$ cat config.mk
export PLATFORM = sky130hd
export DESIGN_NAME = cache_decay_ctrl
export DESIGN_NICKNAME = d
export VERILOG_FILES = /design/src/rtl/cdc_pkg.sv /design/src/rtl/decay_thresh.sv /design/src/rtl/decay_line.sv /design/src/rtl/cache_decay_ctrl.sv
export SDC_FILE = /design/constraint.sdc
export NUM_CORES = 1
export LEC_CHECK = 0
export ABC_AREA = 1
export BUFFER_PORTS_ARGS = -buffer_cell sky130_fd_sc_hd__buf_2
export CAP_MARGIN = 20
export CORE_UTILIZATION = 58
export CTS_CLUSTER_DIAMETER = 80
export DETAILED_ROUTE_END_ITERATION = 7
export PLACE_DENSITY = 0.87
export SLEW_MARGIN = 20
export SYNTH_ARGS = -nofsm -noshare
export SYNTH_HDL_FRONTEND = slang
export SYNTH_SLANG_ARGS = --single-unit
$ cat constraint.sdc
create_clock -name clk -period 2.65 [get_ports clk]
set_input_delay 0.53 -clock clk [delete_from_list [all_inputs] [get_ports clk]]
set_output_delay 0.53 -clock clk [all_outputs]
set_load 0.01 [all_outputs]
$ cat src/rtl/cdc_pkg.sv
package cdc_pkg;
  // Largest value an unsigned counter of width w can hold.
  function automatic int unsigned cnt_max(input int unsigned w);
    return (1 << w) - 1;
  endfunction
endpackage

$ cat src/rtl/decay_thresh.sv
module decay_thresh #(
  parameter int CNT_W = 8
) (
  input  logic             adapt_en,
  input  logic             gap_known,
  input  logic [CNT_W-1:0] gap,
  input  logic [CNT_W-1:0] fixed_decay,
  input  logic [CNT_W:0]   min_decay,
  input  logic [CNT_W:0]   max_decay,
  output logic [CNT_W:0]   thresh
);
  logic [CNT_W:0] doubled;

  always_comb begin
    doubled = {gap, 1'b0};
    if (!adapt_en || !gap_known) thresh = {1'b0, fixed_decay};
    else if (doubled > max_decay) thresh = max_decay;
    else if (doubled < min_decay) thresh = min_decay;
    else thresh = doubled;
  end

  always_comb begin
    if (adapt_en && gap_known && (min_decay <= max_decay))
      a_range_r5: assert (thresh >= min_decay && thresh <= max_decay);
  end
endmodule

$ cat src/rtl/decay_line.sv
module decay_line
  import cdc_pkg::*;
#(
  parameter int CNT_W = 8
) (
  input  logic             clk,
  input  logic             rst_n,
  input  logic             hit,
  input  logic             adapt_en,
  input  logic             drowsy_en,
  input  logic [CNT_W-1:0] fixed_decay,
  input  logic [CNT_W:0]   min_decay,
  input  logic [CNT_W:0]   max_decay,
  output logic             valid,
  output logic             sleep
);
  localparam logic [CNT_W-1:0] IDLE_MAX = CNT_W'(cnt_max(CNT_W));

  logic [CNT_W-1:0] idle_q, idle_d, gap_q, gap_d;
  logic [1:0]       seen_q, seen_d;
  logic             sleep_q, sleep_d, valid_q, valid_d;
  logic             decay;
  logic [CNT_W:0]   thresh;

  decay_thresh #(.CNT_W(CNT_W)) u_thresh (
    .adapt_en   (adapt_en),
    .gap_known  (seen_q == 2'd2),
    .gap        (gap_q),
    .fixed_decay(fixed_decay),
    .min_decay  (min_decay),
    .max_decay  (max_decay),
    .thresh     (thresh)
  );

  always_comb begin
    decay   = !hit && !sleep_q && ({1'b0, idle_q} >= thresh);
    idle_d  = idle_q;
    gap_d   = gap_q;
    seen_d  = seen_q;
    sleep_d = sleep_q;
    valid_d = valid_q;
    if (hit) begin
      idle_d  = '0;
      sleep_d = 1'b0;
      valid_d = 1'b1;
      if (seen_q != 2'd0) gap_d = idle_q;
      if (seen_q != 2'd2) seen_d = seen_q + 2'd1;
    end else begin
      if (idle_q != IDLE_MAX) idle_d = idle_q + 1'b1;
      if (decay) begin
        sleep_d = 1'b1;
        if (!drowsy_en) valid_d = 1'b0;
      end
    end
  end

  always_ff @(posedge clk or negedge rst_n) begin
    if (!rst_n) begin
      idle_q  <= '0;
      gap_q   <= '0;
      seen_q  <= 2'd0;
      sleep_q <= 1'b0;
      valid_q <= 1'b0;
    end else begin
      idle_q  <= idle_d;
      gap_q   <= gap_d;
      seen_q  <= seen_d;
      sleep_q <= sleep_d;
      valid_q <= valid_d;
    end
  end

  assign valid = valid_q;
  assign sleep = sleep_q;

  p_hit_wakes_r2: assert property (@(posedge clk) disable iff (!rst_n)
    hit |=> (!sleep && valid && idle_q == '0));
  p_off_invalid_r3: assert property (@(posedge clk) disable iff (!rst_n)
    (!hit && !drowsy_en && $rose(sleep_d)) |=> (sleep && !valid));
  p_drowsy_keep_r4: assert property (@(posedge clk) disable iff (!rst_n)
    (!hit && drowsy_en && !sleep && sleep_d && valid) |=> (sleep && valid));
  p_no_wrap_r7: assert property (@(posedge clk) disable iff (!rst_n)
    (!hit && idle_q == IDLE_MAX) |=> (idle_q == IDLE_MAX));
  p_sleep_holds_r1: assert property (@(posedge clk) disable iff (!rst_n)
    (sleep && !hit) |=> sleep);
endmodule

$ cat src/rtl/cache_decay_ctrl.sv
module cache_decay_ctrl #(
  parameter int NUM_LINES = 8,
  parameter int CNT_W     = 8,
  localparam int IDX_W    = (NUM_LINES > 1) ? $clog2(NUM_LINES) : 1
) (
  input  logic                 clk,
  input  logic                 rst_n,
  input  logic                 acc_valid,
  input  logic [IDX_W-1:0]     acc_idx,
  input  logic                 adapt_en,
  input  logic                 drowsy_en,
  input  logic [CNT_W-1:0]     fixed_decay,
  input  logic [CNT_W:0]       min_decay,
  input  logic [CNT_W:0]       max_decay,
  output logic [NUM_LINES-1:0] line_valid,
  output logic [NUM_LINES-1:0] line_sleep,
  output logic                 wake_stall
);
  logic [NUM_LINES-1:0] hit;
  logic                 wake_d, wake_q;

  for (genvar g = 0; g < NUM_LINES; g++) begin : g_line
    assign hit[g] = acc_valid && (acc_idx == IDX_W'(g));
    decay_line #(.CNT_W(CNT_W)) u_line (
      .clk        (clk),
      .rst_n      (rst_n),
      .hit        (hit[g]),
      .adapt_en   (adapt_en),
      .drowsy_en  (drowsy_en),
      .fixed_decay(fixed_decay),
      .min_decay  (min_decay),
      .max_decay  (max_decay),
      .valid      (line_valid[g]),
      .sleep      (line_sleep[g])
    );
  end

  always_comb begin
    wake_d = 1'b0;
    for (int i = 0; i < NUM_LINES; i++)
      if (hit[i] && line_sleep[i] && line_valid[i]) wake_d = 1'b1;
  end

  always_ff @(posedge clk or negedge rst_n) begin
    if (!rst_n) wake_q <= 1'b0;
    else        wake_q <= wake_d;
  end

  assign wake_stall = wake_q;

  p_wake_cause_r6: assert property (@(posedge clk) disable iff (!rst_n)
    wake_stall |-> $past(acc_valid));
  p_one_hit_r2: assert property (@(posedge clk) disable iff (!rst_n)
    $onehot0(hit));
endmodule

==> results of run 1 <==
## synth_stat cells (2+ instances only)
cell type,instances,area [µm²]
nand3_2,3,30.0
a211oi_1,6,45.0
o21ai_2,16,140
mux2_2,3,33.8
buf_6,5,56.3
nor3_1,31,155
inv_2,8,30.0
nor2_4,3,33.8
o22ai_1,10,62.6
or2_2,8,50.1
a31oi_1,10,62.6
xor2_1,11,96.3
nand2_2,4,25.0
or2_1,8,50.1
nor2_1,128,480
clkinv_1,5,18.8
nor4_1,3,18.8
nand4_1,16,100
clkbuf_2,2,10.0
a21oi_1,102,510
nand2_1,468,1760
buf_2,24,120
nand3b_1,10,75.1
inv_1,258,968
buf_4,20,150
a21o_1,14,105
clkbuf_1,13,48.8
o21ai_1,22,110
ha_1,216,2700
a22oi_1,41,308
dfrtp_1,161,4030
nand3_1,107,536
o211ai_1,45,338
buf_1,8,30.0
mux2_4,2,30.0
o21ai_0,140,701
## kinds of logic after synthesis
kind of cell / count (synthesis) / share of synthesized area (%)
AO/OA/AOI/OAI: 410 / 17.1
XOR/XNOR: 12 / 0.745
adder cells (fa/ha/maj): 216 / 19.2
buffers and inverters: 344 / 10.2
flip-flops: 161 / 28.6
multiplexers: 5 / 0.452
AND/OR/NAND/NOR: 793 / 23.8
## metrics by stage
step	area, µm²	worst slack, ns	TNS [ns]
after global placement	16000	-0.753	-10.58
after detailed placement	16000	-0.829	-12.23
after CTS	18400	-0.142	-1.66
after floorplan	14300	-0.242	-3.05
## layer usage
layer,GRT usage (%),overflow
met1,75.6,2
met2,88.4,2
met3,66.8,1
met4,71.9,4
met5,57.1,0
## timing repair
| item | in CTS |
|---|---|
| pin swaps | 155 |
| hold endpoints to repair | 0 |
| cloned | 9 |
| setup buffers | 77 |
| endpoints found under the setup margin | 16 |
| resized for setup | 254 |
==> key figures, run 1 <==
Placed design
  • IO Port Bufs: 50
  • DP HPWL: ~34,000 µm
  • Inst Count DP: 2,417
  • GP Congestion: ~1.0

Clock network
  • CTS buffer count: 17
  • Hold-fix buffers, CTS: 0
  • CTS H-Tree Depth: 4
  • CTS Buffer Depth: 2
  • CTS sink count: 161
  • CTS Root Cell: clkbuf_16

Die
  • Initial Utilization: a little under 60%
  • Die height: 158 µm
  • Row cnt: 56
  • Io pins: 51
  • DIE WIDTH: 158 µm

Logic synthesis
  • Top_reg_cell synth: dfrtp_1
  • Number of synthesized flops with an enable pin: 0
  • Mapped Nets: approximately 2.2k
  • Mapped Cells: 1,941
  • Seq/Total Area, Yosys: 28.6%
  • Synthesis-stage register bit count: between 150 and 200
  • Mapped Area: 0.0141 mm²
  • Syn Area/Cell: 7.27 µm²
  • Synth Warn #: 0
  • Synth unique cells: 46
  • Synth async-reset ratio: between 90% and 100%

Global route
  • Total Routing Usage GR: 76.3%
  • Largest net degree at the start of global routing: 61
  • Grt ovf: 9

Status
  • Outcome: aborted with a tool error
  • Error message: [ERROR GRT-0232] Routing congestion too high. Check the congestion heatmap in the GUI.
  • Failed at: global routing (5_1_grt)

Timing
  • WEP type: register data pin
  • Worst setup endpoint GRT: g_line[5].u_line.valid$_DFFE_PN0P_/D
==> run 2, diff against run 1 <==
Settings changed: CORE_UTILIZATION 58 to 40, CTS_CLUSTER_DIAMETER 80 to unset, PLACE_DENSITY 0.87 to unset, PLACE_DENSITY_LB_ADDON set to 0.15.
Clock period 2.65 ns to 3.44 ns, I/O delays scaled along.
==> key figures, run 2 <==
Logic synthesis
  • Mapped Cells: 1,941 (unchanged)
  • Synth Warn #: 0 (unchanged)
  • Top_reg_cell synth: dfrtp_1
  • Seq/Total Area, Yosys: 28.6% (unchanged)
  • Synth area leaders: dfrtp_1 29%, ha_1 19%, nand2_1 12%
  • Number of synthesized flops with an enable pin: 0 (unchanged)
  • Synth async-reset ratio: 100% (unchanged)
  • Synth unique cells: 46 (unchanged)
  • Synthesis-stage register bit count: 161 (unchanged)
  • Mapped Nets: 2,191 (unchanged)
  • Most instantiated cells after synthesis: 468 x nand2_1, 258 x inv_1, 216 x ha_1
  • Syn Area/Cell: 7.27 µm² (unchanged)
  • Mapped Area: 0.0141 mm² (unchanged)
  • Most frequent cell after synthesis: nand2_1
  • Yosys top cell by area: dfrtp_1
  • Synth top area share: 28.6% (unchanged)

Power
  • Switching Power: roughly 5600 µW
  • Clk pwr share: 16.1%
  • LEAKAGE: just under 0.009 µW
  • Power density cells: 737 mW/mm²
  • Int Power: 6320 µW
  • Combinational Power Share: between 50% and 60%
  • Flop pwr share: 31.9%
  • Power Total: 11,900 µW
  • Switching portion of total power: between 40 and 50%
  • Worst IR Drop VDD: 0.000430 V

Placed design
  • GP Congestion: 0.900 (-9.6%)
  • DP HPWL: 33,700 µm (+0.35%)
  • Placed cell area: 0.0155 mm² (-3.0%)
  • Pre-CTS setup slack: -0.159 ns (+0.671 ns)
  • IO Port Bufs: 50 (unchanged)

Routing
  • Initial DRT Pass Iterations: 5
  • DRT antenna net count: 0
  • Final WL: 44,600 µm
  • Initial DRC Count: 970
  • DR vias: around 13k
  • Detailed-route vias per instance: roughly 5.3
  • Residual DRC: 0
  • Routed wire length per instance: 17.7 µm

Clock network
  • Hold-fix buffers, CTS: 0 (unchanged)
  • CTS sink count: 161 (unchanged)
  • CTS Root Cell: clkbuf_16
  • Worst-path clk slew: 0.07 ns
  • CTS H-Tree Depth: 4 (unchanged)
  • CTS tree: done
  • Clock Latency Late Sink: 0.47 ns
  • CTS buffer count: 17 (unchanged)
  • CTS Buffer Depth: 2 (unchanged)

Setup path
  • CP Buf/Inv Count: 5
  • Crit path launch type: input port
  • Largest fanout on the critical path: 10
  • Worst path most repeated cell: nand2_1
  • CP max-delay cell: ha_1
  • Slowest stage delay, CP: 0.32 ns
  • Required @ worst endpoint: 3.79 ns
  • Crit path DAT: roughly 3.5 ns
  • Crit path max-delay family: simple AND/OR/NAND/NOR gates
  • Worst setup EP type: flip-flop
  • WS Path Type: in2reg

Status
  • Outcome: finished clean

Timing
  • Final setup violation count: 0
  • F_max: ~320 MHz
  • Pins over their slew limit: 0
  • Max-slew headroom: 53.1%
  • Final WS setup: 0.324 ns
  • Tcrit/Tclk final: 90.6%
  • Final hold slack: 0.0245 ns
  • Worst slew pin tran: 0.704 ns
  • RSZ-0062 raised after global routing: no
  • Min Tclk post-route: about 3.1 ns
  • Final-report hold violation count: 0
  • Clock skew: 0.0116 ns

Global route
  • Initial antenna violation count: 0
  • Vias in the first global route: 12.6k
  • First-pass GRT wire length: between 70,000 and 80,000 µm
  • Largest net degree at the start of global routing: 83
  • Total Routing Usage GR: 25.8%
  • Grt ovf: 0

Final layout
  • Area grow syn2layout: 14.2%
  • Fin area: 0.0161 mm²
  • FILL cells: 3,500
  • # diodes: 0
  • Largest regs: g_line.u_line.gap_q: 64 flops, g_line.u_line.idle_q: 64 flops, g_line.u_line.seen_q: 16 flops
  • Commonest non-fill, non-tap cell in the layout: nand2_1
  • Share of layout cells above drive strength 1: 12.5%
  • Fin nets: 2,301
  • Most frequent cells in the layout: 461 x nand2_1, 256 x inv_1, 216 x ha_1

Die
  • Row cnt: 68 (+21%)
  • Die height: 190 µm (+20%)
  • Initial Utilization: 40.7% (-19 points)
  • Die area: about 0.036 mm²
  • Io pins: 51 (unchanged)
  • DIE WIDTH: 190 µm (+20%)
  • Core ar.: around 0.035 mm²

Flow run
  • Max cap viols: 0

Min path
  • Worst Hold Class: in2async
## run 2: cell counts after synthesis
No cell type changed its count.
## run 2: worst paths after layout
kind	start	to	slack, ns	depth (start not counted)
min in group clk	g_line[3].u_line.valid	g_line[3].u_line.valid	0.51	2
max reg2reg	g_line[1].u_line.gap_q[6]	g_line[1].u_line.valid	0.45	22
max	min_decay[4]	g_line[4].u_line.valid	0.32	25
min	rst_n	g_line[1].u_line.gap_q[5]	0.02	1
max in group asynchronous	rst_n	g_line[5].u_line.idle_q[5]	2.73	2
min reg2reg	g_line[3].u_line.valid	g_line[3].u_line.valid	0.51	2
## run 2: timing repair
item,CTS,global route
endpoints found under the setup margin,0,8
setup buffers,0,1
gates resized for setup,0,13
## run 2: logic make-up after synthesis
| group | synth area share, % |
|---|---|
| AND/OR/NAND/NOR | 23.8 |
| adder cells (fa/ha/maj) | 19.2 |
| flip-flops | 28.6 |
| XOR/XNOR | 0.745 |
| AO/OA/AOI/OAI | 17.1 |
| multiplexers | 0.452 |
| buffers and inverters | 10.2 |
## run 2: cell type report
class | instances | area (µm²) | area share, %
Clock buffer | 18 | 439 | 2.73
Sequential cell | 161 | 4030 | 25.0
Inverter | 272 | 1030 | 6.40
Timing Repair Buffer | 163 | 1250 | 7.76
Tap cell | 455 | 569 | 3.53
Multi-Input combinational cell | 1436 | 8660 | 53.8
Clock inverter | 14 | 129 | 0.800
## run 2: metrics by stage
| stage | instances | utilization, % | setup TNS (ns) |
|---|---|---|---|
| final | 2519 | 46.5 | 0 |
| after global routing | 2519 | 46.5 | 0 |
| after CTS | 2518 | 46.4 | 0 |
| after detailed placement | 2486 | 44.8 | -1.44 |
| after global placement | 2486 | 44.8 | -0.816 |
| after floorplan | 1941 | - | 0 |
## run 2: metal layers
layer | track usage (%) | up-vias | routed length (µm)
li1 | - | 6689 | -
met3 | 3.93 | 76 | 2690
met4 | 11.4 | 0 | 1730
met2 | 41.2 | 353 | 19900
met5 | 0 | - | 0
met1 | 34.5 | 6190 | 20300
## run 2: power groups by stage
stage          sequential [µW]  clock (µW)  combinational [µW]
4_1_cts                   3780        1960                6150
3_3_place_gp              3800           0                5920
6_report                  3790        1910                6180
5_1_grt                   3900        2030                7260
3_5_place_dp              3800           0                6120
2_1_floorplan             3350           0                4670
## run 2: worst reg2reg max path, stage by stage, from the launching register on
cell and delay [ns]:
dfrtp_1 0.47, ha_1 0.35, nand2_1 0.09, inv_1 0.04, a21oi_1 0.21, nand3_1 0.11, buf_4 0.18, nand2_1 0.06
o21ai_0 0.08, nor2_1 0.11, o22ai_1 0.08, ha_1 0.31, nand2_1 0.06, nor2_1 0.16, nand2_1 0.07, nand3_1 0.07
nand2_1 0.05, nand2_1 0.05, nand2_1 0.05, nand3b_1 0.10, nand3_1 0.09, nand2_1 0.06, nand2_1 0.04
Power figures use the tool's default switching activity.
